[config.mk]
export PLATFORM = sky130hd
export DESIGN_NAME = lsu_align_unit
export DESIGN_NICKNAME = d
export VERILOG_FILES = /design/src/rtl/lsu_align_pkg.sv /design/src/rtl/lsu_ea_adder.sv /design/src/rtl/lsu_align_check.sv /design/src/rtl/lsu_store_steer.sv /design/src/rtl/lsu_load_extract.sv /design/src/rtl/lsu_align_unit.sv
export SDC_FILE = /design/constraint.sdc
export NUM_CORES = 1
export LEC_CHECK = 0
export ABC_AREA = 1
export BUFFER_PORTS_ARGS = -buffer_cell sky130_fd_sc_hd__buf_2
export CORE_ASPECT_RATIO = 0.7
export CORE_MARGIN = 3
export CORE_UTILIZATION = 41
export DETAILED_ROUTE_END_ITERATION = 7
export HOLD_SLACK_MARGIN = 0.1
export PLACE_DENSITY = 0.76
export RECOVER_POWER = 25
export SYNTH_ARGS = -nofsm -noshare
export SYNTH_HDL_FRONTEND = slang
export SYNTH_SLANG_ARGS = --single-unit
[constraint.sdc]
create_clock -name clk -period 1.9 [get_ports clk]
set_clock_uncertainty 0.05 [all_clocks]
set_input_delay 0.095 -clock clk [delete_from_list [all_inputs] [get_ports clk]]
set_output_delay 0.095 -clock clk [all_outputs]
set_load 0.05 [all_outputs]
[src/rtl/lsu_align_pkg.sv]
package lsu_align_pkg;

   localparam int unsigned LANE_BITS = 8;

   typedef enum logic [1:0] {
      SZ_BYTE = 2'b00,
      SZ_HALF = 2'b01,
      SZ_WORD = 2'b10,
      SZ_BAD  = 2'b11
   } acc_size_e;

   function automatic int unsigned lanes_of(input int unsigned data_w);
      return data_w / LANE_BITS;
   endfunction

endpackage

[src/rtl/lsu_ea_adder.sv]
module lsu_ea_adder #(
   parameter int unsigned ADDR_W = 32,
   parameter int unsigned OFFS_W = 16
) (
   input  logic [ADDR_W-1:0] base_i,
   input  logic [OFFS_W-1:0] offs_i,
   output logic [ADDR_W-1:0] ea_o
);
   localparam int unsigned EXT_W = ADDR_W - OFFS_W;

   if (OFFS_W == 0 || OFFS_W >= ADDR_W) begin : g_bad_offs
      $error("lsu_ea_adder: OFFS_W must be nonzero and narrower than ADDR_W");
   end

   logic [ADDR_W-1:0] offs_ext;

   assign offs_ext = {{EXT_W{offs_i[OFFS_W-1]}}, offs_i};
   assign ea_o     = base_i + offs_ext;
endmodule

[src/rtl/lsu_align_check.sv]
module lsu_align_check
   import lsu_align_pkg::*;
#(
   parameter int unsigned LW = 2
) (
   input  logic [LW-1:0] addr_lo_i,
   input  acc_size_e     size_i,
   output logic          bad_o
);
   if (LW < 2) begin : g_bad_lw
      $error("lsu_align_check: at least two address bits are needed");
   end

   always_comb begin
      unique case (size_i)
         SZ_BYTE: bad_o = 1'b0;
         SZ_HALF: bad_o = addr_lo_i[0];
         SZ_WORD: bad_o = |addr_lo_i;
         default: bad_o = 1'b1;
      endcase
   end
endmodule

[src/rtl/lsu_store_steer.sv]
module lsu_store_steer
   import lsu_align_pkg::*;
#(
   parameter int unsigned DATA_W = 32
) (
   input  logic                              active_i,
   input  logic [$clog2(DATA_W/8)-1:0]       addr_lo_i,
   input  acc_size_e                         size_i,
   input  logic [DATA_W-1:0]                 src_i,
   output logic [DATA_W/8-1:0]               be_o,
   output logic [DATA_W-1:0]                 wdata_o
);
   localparam int unsigned LANES = DATA_W / LANE_BITS;
   localparam int unsigned LW    = $clog2(LANES);

   for (genvar j = 0; j < LANES; j++) begin : g_lane
      logic       hit;
      logic [7:0] lane_byte;

      always_comb begin
         unique case (size_i)
            SZ_BYTE: begin
               hit       = (addr_lo_i == LW'(j));
               lane_byte = src_i[7:0];
            end
            SZ_HALF: begin
               hit       = (addr_lo_i[LW-1:1] == (LW-1)'(j / 2));
               lane_byte = src_i[8*(j%2) +: 8];
            end
            default: begin
               hit       = 1'b1;
               lane_byte = src_i[8*j +: 8];
            end
         endcase
      end

      assign be_o[j]          = active_i & hit;
      assign wdata_o[8*j +: 8] = lane_byte;
   end
endmodule

[src/rtl/lsu_load_extract.sv]
module lsu_load_extract
   import lsu_align_pkg::*;
#(
   parameter int unsigned DATA_W = 32
) (
   input  logic [DATA_W-1:0]            rdata_i,
   input  logic [$clog2(DATA_W/8)-1:0]  lane_i,
   input  acc_size_e                    size_i,
   input  logic                         zero_fill_i,
   output logic [DATA_W-1:0]            result_o
);
   localparam int unsigned HW = 2 * LANE_BITS;

   logic [LANE_BITS-1:0] byte_sel;
   logic [HW-1:0]        half_sel;
   logic                 byte_fill;
   logic                 half_fill;

   assign byte_sel  = rdata_i[LANE_BITS*int'(lane_i) +: LANE_BITS];
   assign half_sel  = rdata_i[HW*int'(lane_i >> 1) +: HW];
   assign byte_fill = ~zero_fill_i & byte_sel[LANE_BITS-1];
   assign half_fill = ~zero_fill_i & half_sel[HW-1];

   always_comb begin
      unique case (size_i)
         SZ_BYTE: result_o = {{(DATA_W-LANE_BITS){byte_fill}}, byte_sel};
         SZ_HALF: result_o = {{(DATA_W-HW){half_fill}}, half_sel};
         default: result_o = rdata_i;
      endcase
   end
endmodule

[src/rtl/lsu_align_unit.sv]
module lsu_align_unit
   import lsu_align_pkg::*;
#(
   parameter int unsigned ADDR_W = 32,
   parameter int unsigned DATA_W = 32,
   parameter int unsigned OFFS_W = 16
) (
   input  logic                 clk,
   input  logic                 rst_n,
   input  logic                 req_valid,
   input  logic                 req_store,
   input  logic [1:0]           req_size,
   input  logic                 req_unsigned,
   input  logic [ADDR_W-1:0]    base_val,
   input  logic [OFFS_W-1:0]    offset_imm,
   input  logic [DATA_W-1:0]    store_src,
   output logic [ADDR_W-1:0]    mem_addr,
   output logic [DATA_W/8-1:0]  mem_be,
   output logic [DATA_W-1:0]    mem_wdata,
   output logic                 mem_rd,
   output logic                 misalign,
   input  logic [DATA_W-1:0]    rsp_rdata,
   output logic [DATA_W-1:0]    load_result,
   output logic                 load_valid
);
   localparam int unsigned LANES = lanes_of(DATA_W);
   localparam int unsigned LW    = $clog2(LANES);

   if (DATA_W < 32 || (DATA_W % LANE_BITS) != 0 || (LANES & (LANES - 1)) != 0) begin : g_bad_data
      $error("lsu_align_unit: DATA_W must be a power-of-two count of bytes, at least 32 bits");
   end
   if (ADDR_W < LW + 1) begin : g_bad_addr
      $error("lsu_align_unit: ADDR_W too narrow for the lane index");
   end

   acc_size_e   size_q_in;
   logic        bad_align;
   logic        store_go;
   logic [LW-1:0] lat_lane;
   acc_size_e   lat_size;
   logic        lat_zero;

   assign size_q_in = acc_size_e'(req_size);

   lsu_ea_adder #(.ADDR_W(ADDR_W), .OFFS_W(OFFS_W)) u_ea (
      .base_i (base_val),
      .offs_i (offset_imm),
      .ea_o   (mem_addr)
   );

   lsu_align_check #(.LW(LW)) u_chk (
      .addr_lo_i (mem_addr[LW-1:0]),
      .size_i    (size_q_in),
      .bad_o     (bad_align)
   );

   assign misalign = req_valid & bad_align;
   assign store_go = req_valid & req_store & ~bad_align;
   assign mem_rd   = req_valid & ~req_store & ~bad_align;

   lsu_store_steer #(.DATA_W(DATA_W)) u_st (
      .active_i  (store_go),
      .addr_lo_i (mem_addr[LW-1:0]),
      .size_i    (size_q_in),
      .src_i     (store_src),
      .be_o      (mem_be),
      .wdata_o   (mem_wdata)
   );

   always_ff @(posedge clk or negedge rst_n) begin
      if (!rst_n) begin
         load_valid <= 1'b0;
         lat_lane   <= '0;
         lat_size   <= SZ_WORD;
         lat_zero   <= 1'b0;
      end else begin
         load_valid <= mem_rd;
         if (mem_rd) begin
            lat_lane <= mem_addr[LW-1:0];
            lat_size <= size_q_in;
            lat_zero <= req_unsigned;
         end
      end
   end

   lsu_load_extract #(.DATA_W(DATA_W)) u_ld (
      .rdata_i     (rsp_rdata),
      .lane_i      (lat_lane),
      .size_i      (lat_size),
      .zero_fill_i (lat_zero),
      .result_o    (load_result)
   );


   misalign_quiet_chk: assert property (@(posedge clk) disable iff (!rst_n)
      misalign |-> (mem_be == '0 && !mem_rd));


   full_be_aligned_chk: assert property (@(posedge clk) disable iff (!rst_n)
      (mem_be == '1) |-> (mem_addr[LW-1:0] == '0));


   be_shape_chk: assert property (@(posedge clk) disable iff (!rst_n)
      ($countones(mem_be) == 0 || $countones(mem_be) == 1 ||
       $countones(mem_be) == 2 || $countones(mem_be) == LANES));


   rd_to_valid_chk: assert property (@(posedge clk) disable iff (!rst_n)
      mem_rd |=> load_valid);


   no_rd_no_valid_chk: assert property (@(posedge clk) disable iff (!rst_n)
      !mem_rd |=> !load_valid);


   ubyte_zero_top_chk: assert property (@(posedge clk) disable iff (!rst_n)
      (load_valid && lat_size == SZ_BYTE && lat_zero) |-> (load_result[DATA_W-1:8] == '0));


   idle_quiet_chk: assert property (@(posedge clk) disable iff (!rst_n)
      !req_valid |-> (mem_be == '0 && !mem_rd && !misalign));
endmodule

==> results of run 1 <==
-- where the power goes --
| group | internal [W] | total [W] | leakage [nW] | switching (W) |
|---|---|---|---|---|
| sequential | 0.000159 | 0.000201 | 0.0737 | 0.0000421 |
| combinational | 0.00121 | 0.00405 | 3.47 | 0.00285 |
| clock | 0.000279 | 0.000359 | 0.0382 | 0.0000799 |
-- path summary, 6_finish.rpt --
| kind | cells after the start | start | endpoint |
|---|---|---|---|
| min in group asynchronous | 2 | rst_n | lat_size[0] |
| max | 6 | lat_lane[1] | load_result[23] |
| min reg2reg | 2 | lat_lane[0] | lat_lane[0] |
| max in group asynchronous | 2 | rst_n | lat_size[1] |
| max reg2reg | 2 | lat_zero | lat_zero |
| min | 4 | req_store | load_valid |
-- synth_stat cells --
master,n
nand2_1,356
buf_2,3
o21ai_1,2
o21ai_0,12
nand2_2,21
nor2_4,1
dfstp_2,1
o21bai_2,1
o22ai_1,1
inv_4,1
or2_4,1
nand3_2,3
nor2_2,1
dfrtp_1,5
xor2_1,12
nor3_2,1
a21oi_1,26
o211ai_1,16
buf_6,3
fa_1,1
nand3_4,1
buf_4,8
clkbuf_1,5
nand3_1,35
xnor2_1,3
a21o_1,1
inv_1,135
nor3_1,3
inv_2,2
mux2i_1,7
nor2_1,47
ha_1,31
a221o_1,1
nand4_1,4
o21bai_1,2
-- final cells by class --
cell class,instances,share of cell area [%]
multi-input combinational,591,56.6
clock buffer,4,1.37
tap,120,2.61
timing repair buffer,263,27.6
inverter,138,9.17
sequential,6,2.64
-- worst max-delay path: stages, from the launching register on --
cell	delay (ns)
dfrtp_1	0.44
o21ai_1	0.27
nand2_1	0.16
nand3_4	0.16
nand3_4	0.17
nand2_2	0.12
buf_4	0.20
-- through the flow --
stage / cell area [um^2] / cells / worst slack [ns] / power, W / utilization (%)
after floorplan: 3790 / 753 / -0.101 / 0.00297 / -
after global routing: 5750 / 1122 / -0.0937 / 0.00489 / 66.4
after CTS: 5390 / 1119 / 0.00695 / 0.00430 / 62.3
final: 5750 / 1122 / -0.0146 / 0.00461 / 66.4
after global placement: 5210 / 1113 / -0.137 / 0.00383 / 60.2
after detailed placement: 5210 / 1113 / -0.142 / 0.00384 / 60.2
-- per-layer routing --
layer | routed length [um] | vias to the layer above | GRT usage, %
li1 | - | 2794 | -
met4 | 224 | 0 | 4.26
met2 | 6520 | 201 | 42.5
met3 | 989 | 22 | 1.71
met1 | 6620 | 2344 | 35.8
met5 | 0 | - | 0
-- cells by family after synthesis --
group	Yosys count	share of synthesized area, %
buffers and inverters	157	17.4
flip-flops	6	4.07
XOR/XNOR	15	3.53
AND/OR/NAND/NOR	474	52.2
adder cells (fa/ha/maj)	32	11.0
multiplexers	7	1.88
AO/OA/AOI/OAI	62	9.95
-- state kept, by name, summed over array words and instances (netlist names) --
signal	count
lat_lane	2
lat_zero	1
load_valid	1
lat_size	2
-- repair_timing --
item | in CTS | in global routing
hold buffers | 2 | 0
resized for setup | 33 | 105
pin swaps | 0 | 7
cloned | 0 | 1
endpoints found under the hold margin | 7 | 0
setup endpoints to repair | 46 | 57
setup buffers | 0 | 2
==> run metrics, run 1 <==
actual slew at the worst max-slew pin=0.622 ns; CTS tree=built; worst skew pair latency=0.23 ns; worst-case clock buffer depth=2; drt pass-1 iters=5; most common cell after layout, fill and taps aside=nand2_1; multi-input logic area=0.00325 mm^2; Mapped Area=0.00372 mm^2; CTS buffer count=3; fill count=roughly 860; Worst VDD drop=0.000499 V; Distinct cells, synth=35; kind of critical path=reg2out; fmax=0.522 GHz; leading cell types in the layout, fill and taps excluded=nand2_1 (343), buf_2 (152), inv_1 (132); DR vias/cell=4.78; initial antenna violation count=0; Synth Register Bits=6; DR DRC count=0; dpl hpwl=approximately 11000 um; initial DRC count=329; Sum Neg Setup Slack=-0.0146 ns; Power Density=around 800 mW/mm^2; status=complete, but fails checks; final setup fails=1; GRT overflow=0; Seq/Total Area, Yosys=4.07%; Die Wd=120 um; CTS Sinks=6; core area=0.00865 mm^2; crit-path max FO=8; failing checks=negative setup slack; CP required=1.75 ns; Slew Viols, Final=0; Routed Antenna Nets=0; row count=28; sequential standard cell area=151 um^2; initial core utilization=43.0%; port buffer count=221; largest net degree at the start of global routing=32; Max Cap Violations=0; Yosys warning total=0; share of layout cells above drive strength 1=34.2%; number of hold violations in the final report=0; WL final=14300 um; num ports=between 200 and 250; vias in the first global route=4766; Arrival @ worst endpoint=between 1.5 and 2 ns; htree depth=1; Final #Nets=about 1200; Final Wtd Congestion=around 0.92; Routed WL per cell=~13 um; Worst Setup Start Kind=register; Yosys top cell area share=35.9%; global-route wire length before repair=21700 um; synthesis-to-finish area growth=54.4%; die height=between 80 and 90 um; leading post-synthesis cells by cell area=nand2_1 (36%), inv_1 (14%), ha_1 (10%), nor2_1 (4.7%), nand3_1 (4.7%); relative max-transition margin=between 50 and 60%; final worst-path setup slack=-0.0146 ns; Synth Net Count=~900; Post-Syn Instances=753; Syn Area/Cell=4.94 um^2; clock period minus worst slack=1.91 ns; area leader, netlist=nand2_1; Worst setup EP type=output port; antenna diode instance count=0; Leak=3.58 nW; global-route usage over all layers=25.1%; Clock Root Buffer=clkbuf_16; Final Cycle Share=101%; via count=5361; worst hold slack=about 0.21 ns; flop2flop setup slack=0.96 ns; Worst Hold Class=in2reg; die area=0.0103 mm^2; Reg clk slew, reported paths=about 0.03 ns
Power figures use the tool's default switching activity.
==> run 2, diff against run 1 <==
--- a/config.mk
+++ b/config.mk
@@ -9,10 +9,9 @@
 export BUFFER_PORTS_ARGS = -buffer_cell sky130_fd_sc_hd__buf_2
 export CORE_ASPECT_RATIO = 0.7
 export CORE_MARGIN = 3
-export CORE_UTILIZATION = 41
+export CORE_UTILIZATION = 27
 export DETAILED_ROUTE_END_ITERATION = 7
 export HOLD_SLACK_MARGIN = 0.1
-export PLACE_DENSITY = 0.76
 export RECOVER_POWER = 25
 export SYNTH_ARGS = -nofsm -noshare
 export SYNTH_HDL_FRONTEND = slang
==> run 2 against run 1 <==
Against the previous run: critical path depth increased by 4; the run now ends clean; die area increased by 48%; sequential power about the same; critical path type is now in2out; critical endpoint is now mem_be[0].
==> run metrics, run 2 (same netlist as run 1, synthesis figures left out) <==
status=complete, no violations; Worst Hold Class=in2reg; Leak=3.69 nW (+3.0%); core area=0.0133 mm^2 (+54%); port buffer count=221 (unchanged); final setup fails=0 (-1); Routed Antenna Nets=0 (unchanged); CP max stage delay=0.54 ns (+0.10 ns); met1 GRT Util=29.1% (-6.8 points); crit-path cells=buf_8 > ha_4 > inv_2 > fa_2 > a21oi_2 > o22ai_2 > nand3_1 > buf_6 > nor2_4 > buf_6; Final #Nets=1168 (+1.2%); via count=5290 (-1.3%); largest net degree at the start of global routing=21 (-34%); Arrival @ worst endpoint=1.70 ns (-0.07 ns); kind of critical path=in2out; global-route usage over all layers=18.9% (-6.2 points); Slowest-stage cell, CP=fa_2; Die Wd=146 um (+22%); Worst VDD drop=0.000312 V (-37%); CTS buffer count=3 (unchanged); Final Wtd Congestion=0.955 (+3.6%); synthesis-to-finish area growth=60.2%; row count=35 (+25%); initial core utilization=28.0% (-15 points); share of layout cells above drive strength 1=37.0% (+2.8 points); met2 usage=29.4% (-13 points); CTS tree=built; die area=0.0153 mm^2 (+48%); met3 GRT Util=1.96% (+0.25 points); Routed WL per cell=12.9 um (+0.96%); leading cell types in the layout, fill and taps excluded=nand2_1 (336), buf_2 (156), inv_1 (131); Clock Root Buffer=clkbuf_16; RSZ-0062 raised after global routing=true; initial antenna violation count=0 (unchanged); worst-case clock buffer depth=2 (unchanged); Worst setup EP type=output port; most common cell after layout, fill and taps aside=nand2_1; number of hold violations in the final report=0 (unchanged); DR DRC count=0 (unchanged); relative max-transition margin=42.2% (-16 points); antenna diode instance count=0 (unchanged); Buffers & Inverters on Critical Path=4 (+3); die height=104 um (+22%); vias in the first global route=4845 (+1.7%); global-route wire length before repair=24200 um (+11%); Non-Filler Instances=1201 (+7.0%); worst skew pair latency=0.23 ns (about the same); global route hottest layer=met2; num ports=222 (unchanged); Final Cycle Share=97.0% (-3.8 points); most used cell, CP=buf_6; initial DRC count=308 (-6.4%); placed insts=1191 (+7.0%); Max Cap Violations=0 (unchanged); largest registers=lat_lane x2, lat_size x2; Sum Neg Setup Slack=0 ns (+0.0146 ns); CP required=1.75 ns (about the same); CTS Sinks=6 (unchanged); Power Density=784 mW/mm^2 (-2.4%); DR vias/cell=4.40 (-7.8%); Reg clk slew, reported paths=0.03 ns (about the same); CP top delay family=adder cells; GRT overflow=0 (unchanged); dpl hpwl=13300 um (+17%); Worst Setup Start Kind=primary input; drt pass-1 iters=5 (unchanged); htree depth=1 (unchanged); WL final=15500 um (+8.1%); Slew Viols, Final=0 (unchanged); crit-path max FO=4 (-4); clock period minus worst slack=1.84 ns (-0.0717 ns); worst hold slack=0.223 ns (+0.0173 ns); actual slew at the worst max-slew pin=0.867 ns (+0.245 ns); fmax=0.543 GHz (+3.9%)
[run 2: path summary, 6_finish.rpt]
kind / startpoint / end / slack [ns] / depth (start not counted)
max in group asynchronous: rst_n / lat_size[1] / 1.27 / 2
setup reg to reg: lat_size[1] / lat_size[1] / 0.81 / 3
hold / removal: req_size[0] / lat_size[0] / 0.22 / 3
hold reg to reg: lat_lane[0] / lat_lane[0] / 0.51 / 2
min in group asynchronous: rst_n / load_valid / 0.23 / 2
setup / recovery: base_val[0] / mem_be[0] / 0.06 / 10
[run 2: cell type report]
type                    instances  area [um^2]
multi-input cells             591         3240
inverters                     138          527
well taps                     185          231
flip-flops and latches          6          153
clock buffers                   4         78.8
fillers                      1497         7350
repair buffers                277         1730
[run 2: repair_timing]
| action | CTS | global route |
|---|---|---|
| resized for setup | 44 | 113 |
| hold buffers | 2 | 0 |
| endpoints found under the hold margin | 7 | 0 |
| cloned | 0 | 1 |
| endpoints found under the setup margin | 55 | 52 |
| buffers inserted | 0 | 3 |
| pin swaps | 0 | 13 |
[run 2: worst min-delay path, delay by kind of cell]
kind	cells	cell delay (ns)
buf+inv	2	0.26
compound gates	1	0.10
[run 2: power breakdown]
group | internal, W | switching, W | leakage [nW]
Combinational | 0.00126 | 0.00287 | 3.58
Clock | 0.000278 | 0.0000684 | 0.0382
Sequential | 0.000160 | 0.0000384 | 0.0725
[run 2: through the flow]
stage                     worst slack [ns]  instance area [um^2]  total power [W]  utilization (%)
after floorplan                     -0.101                  3790          0.00297                -
after global placement              -0.201                  5390          0.00394             40.5
after detailed placement            -0.225                  5390          0.00395             40.5
after CTS                          0.00115                  5620          0.00444             42.2
after global routing               -0.0388                  5960          0.00497             44.8
final                               0.0571                  5960          0.00467             44.8
[run 2: per-layer routing]
| metal | up-vias | wire (um) |
|---|---|---|
| met2 | 173 | 6670 |
| met1 | 2293 | 7820 |
| met5 | - | 0 |
| li1 | 2818 | - |
| met4 | 0 | 86 |
| met3 | 6 | 932 |
==> run 3, diff against run 2 <==
==> constraint.sdc (replaced) <==
create_clock -name clk -period 1.9 [get_ports clk]
set_clock_uncertainty 0.05 [all_clocks]
set_input_delay 0.095 -clock clk [delete_from_list [all_inputs] [get_ports clk]]
set_output_delay 0.095 -clock clk [all_outputs]
set_load 0.1 [all_outputs]
==> run 3 against run 2 <==
Against the previous run: the run now ends with negative setup slack left; largest cell class unchanged; critical endpoint is now load_result[15]; non-clock buffer count up 6; via count increased by 0.95%; first-iteration DRC count decreased by 11%; global-route usage is 0.62 points higher.
==> run metrics, run 3 (same netlist as run 1, synthesis figures left out) <==
status=complete, but fails checks; failing checks=negative setup slack; Arrival @ worst endpoint=1.78 ns (+0.08 ns); vias in the first global route=4851 (+0.12%); CTS Sinks=6 (unchanged); via count=5340 (+0.95%); core area=0.0133 mm^2 (unchanged); Worst Hold Class=in2async; global-route wire length before repair=24800 um (+2.7%); relative max-transition margin=21.2% (-21 points); Reg clk slew, reported paths=0.04 ns (about the same); final worst-path setup slack=-0.0204 ns (-0.0775 ns); Sum Neg Setup Slack=-0.0204 ns (-0.0204 ns); most used cell, CP=nand2_2; Routed WL per cell=13.1 um (+1.5%); dpl hpwl=13400 um (+0.89%); leading cell types in the layout, fill and taps excluded=nand2_1 (323), inv_1 (129), buf_2 (118); Post-Route Utilization=56.8% (+12 points); largest net degree at the start of global routing=32 (+52%); die height=104 um (unchanged); CTS tree=built; CP max stage delay=0.39 ns (-0.15 ns); Routed Antenna Nets=0 (unchanged); flop2flop setup slack=0.85 ns (+0.04 ns); worst r2r dst=lat_size[1]; DR DRC count=0 (unchanged); Power Density=1050 mW/mm^2 (+34%); crit-path max FO=4 (unchanged); crit-path cells=buf_6 > nor3_4 > nand2_2 > nand2_2 > nand2_2 > buf_6 > o211ai_1 > clkbuf_16; CP startpoint=lat_size[1]; initial core utilization=28.0% (unchanged); htree depth=1 (unchanged); Worst Setup Start Kind=register; clock period minus worst slack=1.92 ns (+0.0775 ns); GRT overflow=0 (unchanged); WL final=15800 um (+2.1%); Worst setup EP type=output port; worst-case clock buffer depth=2 (unchanged); worst skew pair latency=0.23 ns (about the same); largest registers=lat_lane x2, lat_size x2; Max Cap Violations=0 (unchanged); synthesis-to-finish area growth=103%; Final Wtd Congestion=0.942 (-1.4%); share of layout cells above drive strength 1=41.1% (+4.1 points); RSZ-0062 raised after global routing=true; number of hold violations in the final report=0 (unchanged); Leak=4.18 nW (+13%); port buffer count=221 (unchanged); CP required=1.75 ns (about the same); Reg2Reg Launch Point=lat_size[1]; CP top delay family=buffers and inverters; CTS buffer count=3 (unchanged); Slowest-stage cell, CP=dfstp_2; Final Cycle Share=101% (+4.1 points); num ports=222 (unchanged); fill count=1286 (-14%); kind of critical path=reg2out; row count=35 (unchanged); Final #Nets=1174 (+0.51%); die area=0.0153 mm^2 (unchanged); initial DRC count=273 (-11%); DR vias/cell=4.42 (+0.36%); Worst VDD drop=0.000470 V (+50%); global-route usage over all layers=19.5% (+0.62 points); actual slew at the worst max-slew pin=1.19 ns (+0.320 ns); Slew Viols, Final=0 (unchanged); drt pass-1 iters=5 (unchanged); fmax=0.521 GHz (-4.0%); Clock Root Buffer=clkbuf_16; worst slack, placed=-0.0474 ns (+0.178 ns); initial antenna violation count=1 (+1); Buffers & Inverters on Critical Path=3 (-1); final setup fails=1 (+1); most common cell after layout, fill and taps aside=nand2_1; Die Wd=146 um (unchanged); r2r worst-path depth=4 (+1)
==> run 3: cell count changes in the layout (fill, tap and decap cells not counted), sizes merged <==
cell      change
buf          +11
clkbuf        -5
clkinv        +1
diode         +1
inv           -2
clkinvlp      +1
==> run 3: power by group <==
part	switching (W)	internal, W	total, W	leakage [nW]
logic	0.00488	0.00250	0.00738	4.07
registers	0.0000390	0.000160	0.000199	0.0725
clock network	0.0000776	0.000279	0.000357	0.0382
total	0.00500	0.00294	0.00794	4.18
==> run 3: stage by stage <==
step / cell area, um^2 / hold slack (ns) / instances / total power, W
after floorplan: 4170 / -0.251 / 753 / 0.00484
after global placement: 7010 / -0.129 / 1189 / 0.00729
after detailed placement: 7010 / -0.128 / 1189 / 0.00731
after CTS: 7160 / 0.187 / 1199 / 0.00774
after global routing: 7560 / 0.251 / 1208 / 0.00825
final: 7560 / 0.219 / 1208 / 0.00794
==> run 3: worst max path at each step <==
| stage | cells after the start | endpoint |
|---|---|---|
| after floorplan | 3 | mem_wdata[10] |
| after global placement | 11 | mem_addr[25] |
| after detailed placement | 14 | mem_addr[28] |
| after CTS | 15 | mem_addr[30] |
| after global routing | 8 | load_result[15] |
| final | 8 | load_result[15] |
==> run 3: what timing repair did <==
| item | in CTS | in global routing |
|---|---|---|
| endpoints found under the hold margin | 7 | 0 |
| gates cloned | 1 | 0 |
| endpoints found under the setup margin | 22 | 49 |
| hold buffers | 2 | 0 |
| gates resized for setup | 4 | 77 |
| buffers inserted | 3 | 8 |
| pin swaps | 0 | 16 |
==> run 3: area by class of cell <==
class	count	area, um^2	share of cell area [%]
antenna	1	2.50	0.0331
clock buffer	4	78.8	1.04
inverter	138	546	7.21
multi-input combinational	591	3670	48.5
sequential	6	153	2.02
tap	185	231	3.06
timing repair buffer	283	2880	38.1
==> run 3: routing by layer <==
layer,wire length (um),track usage [%]
met5,0,0
met4,140,2.48
met3,753,1.44
met2,7180,31.4
met1,7760,29.2
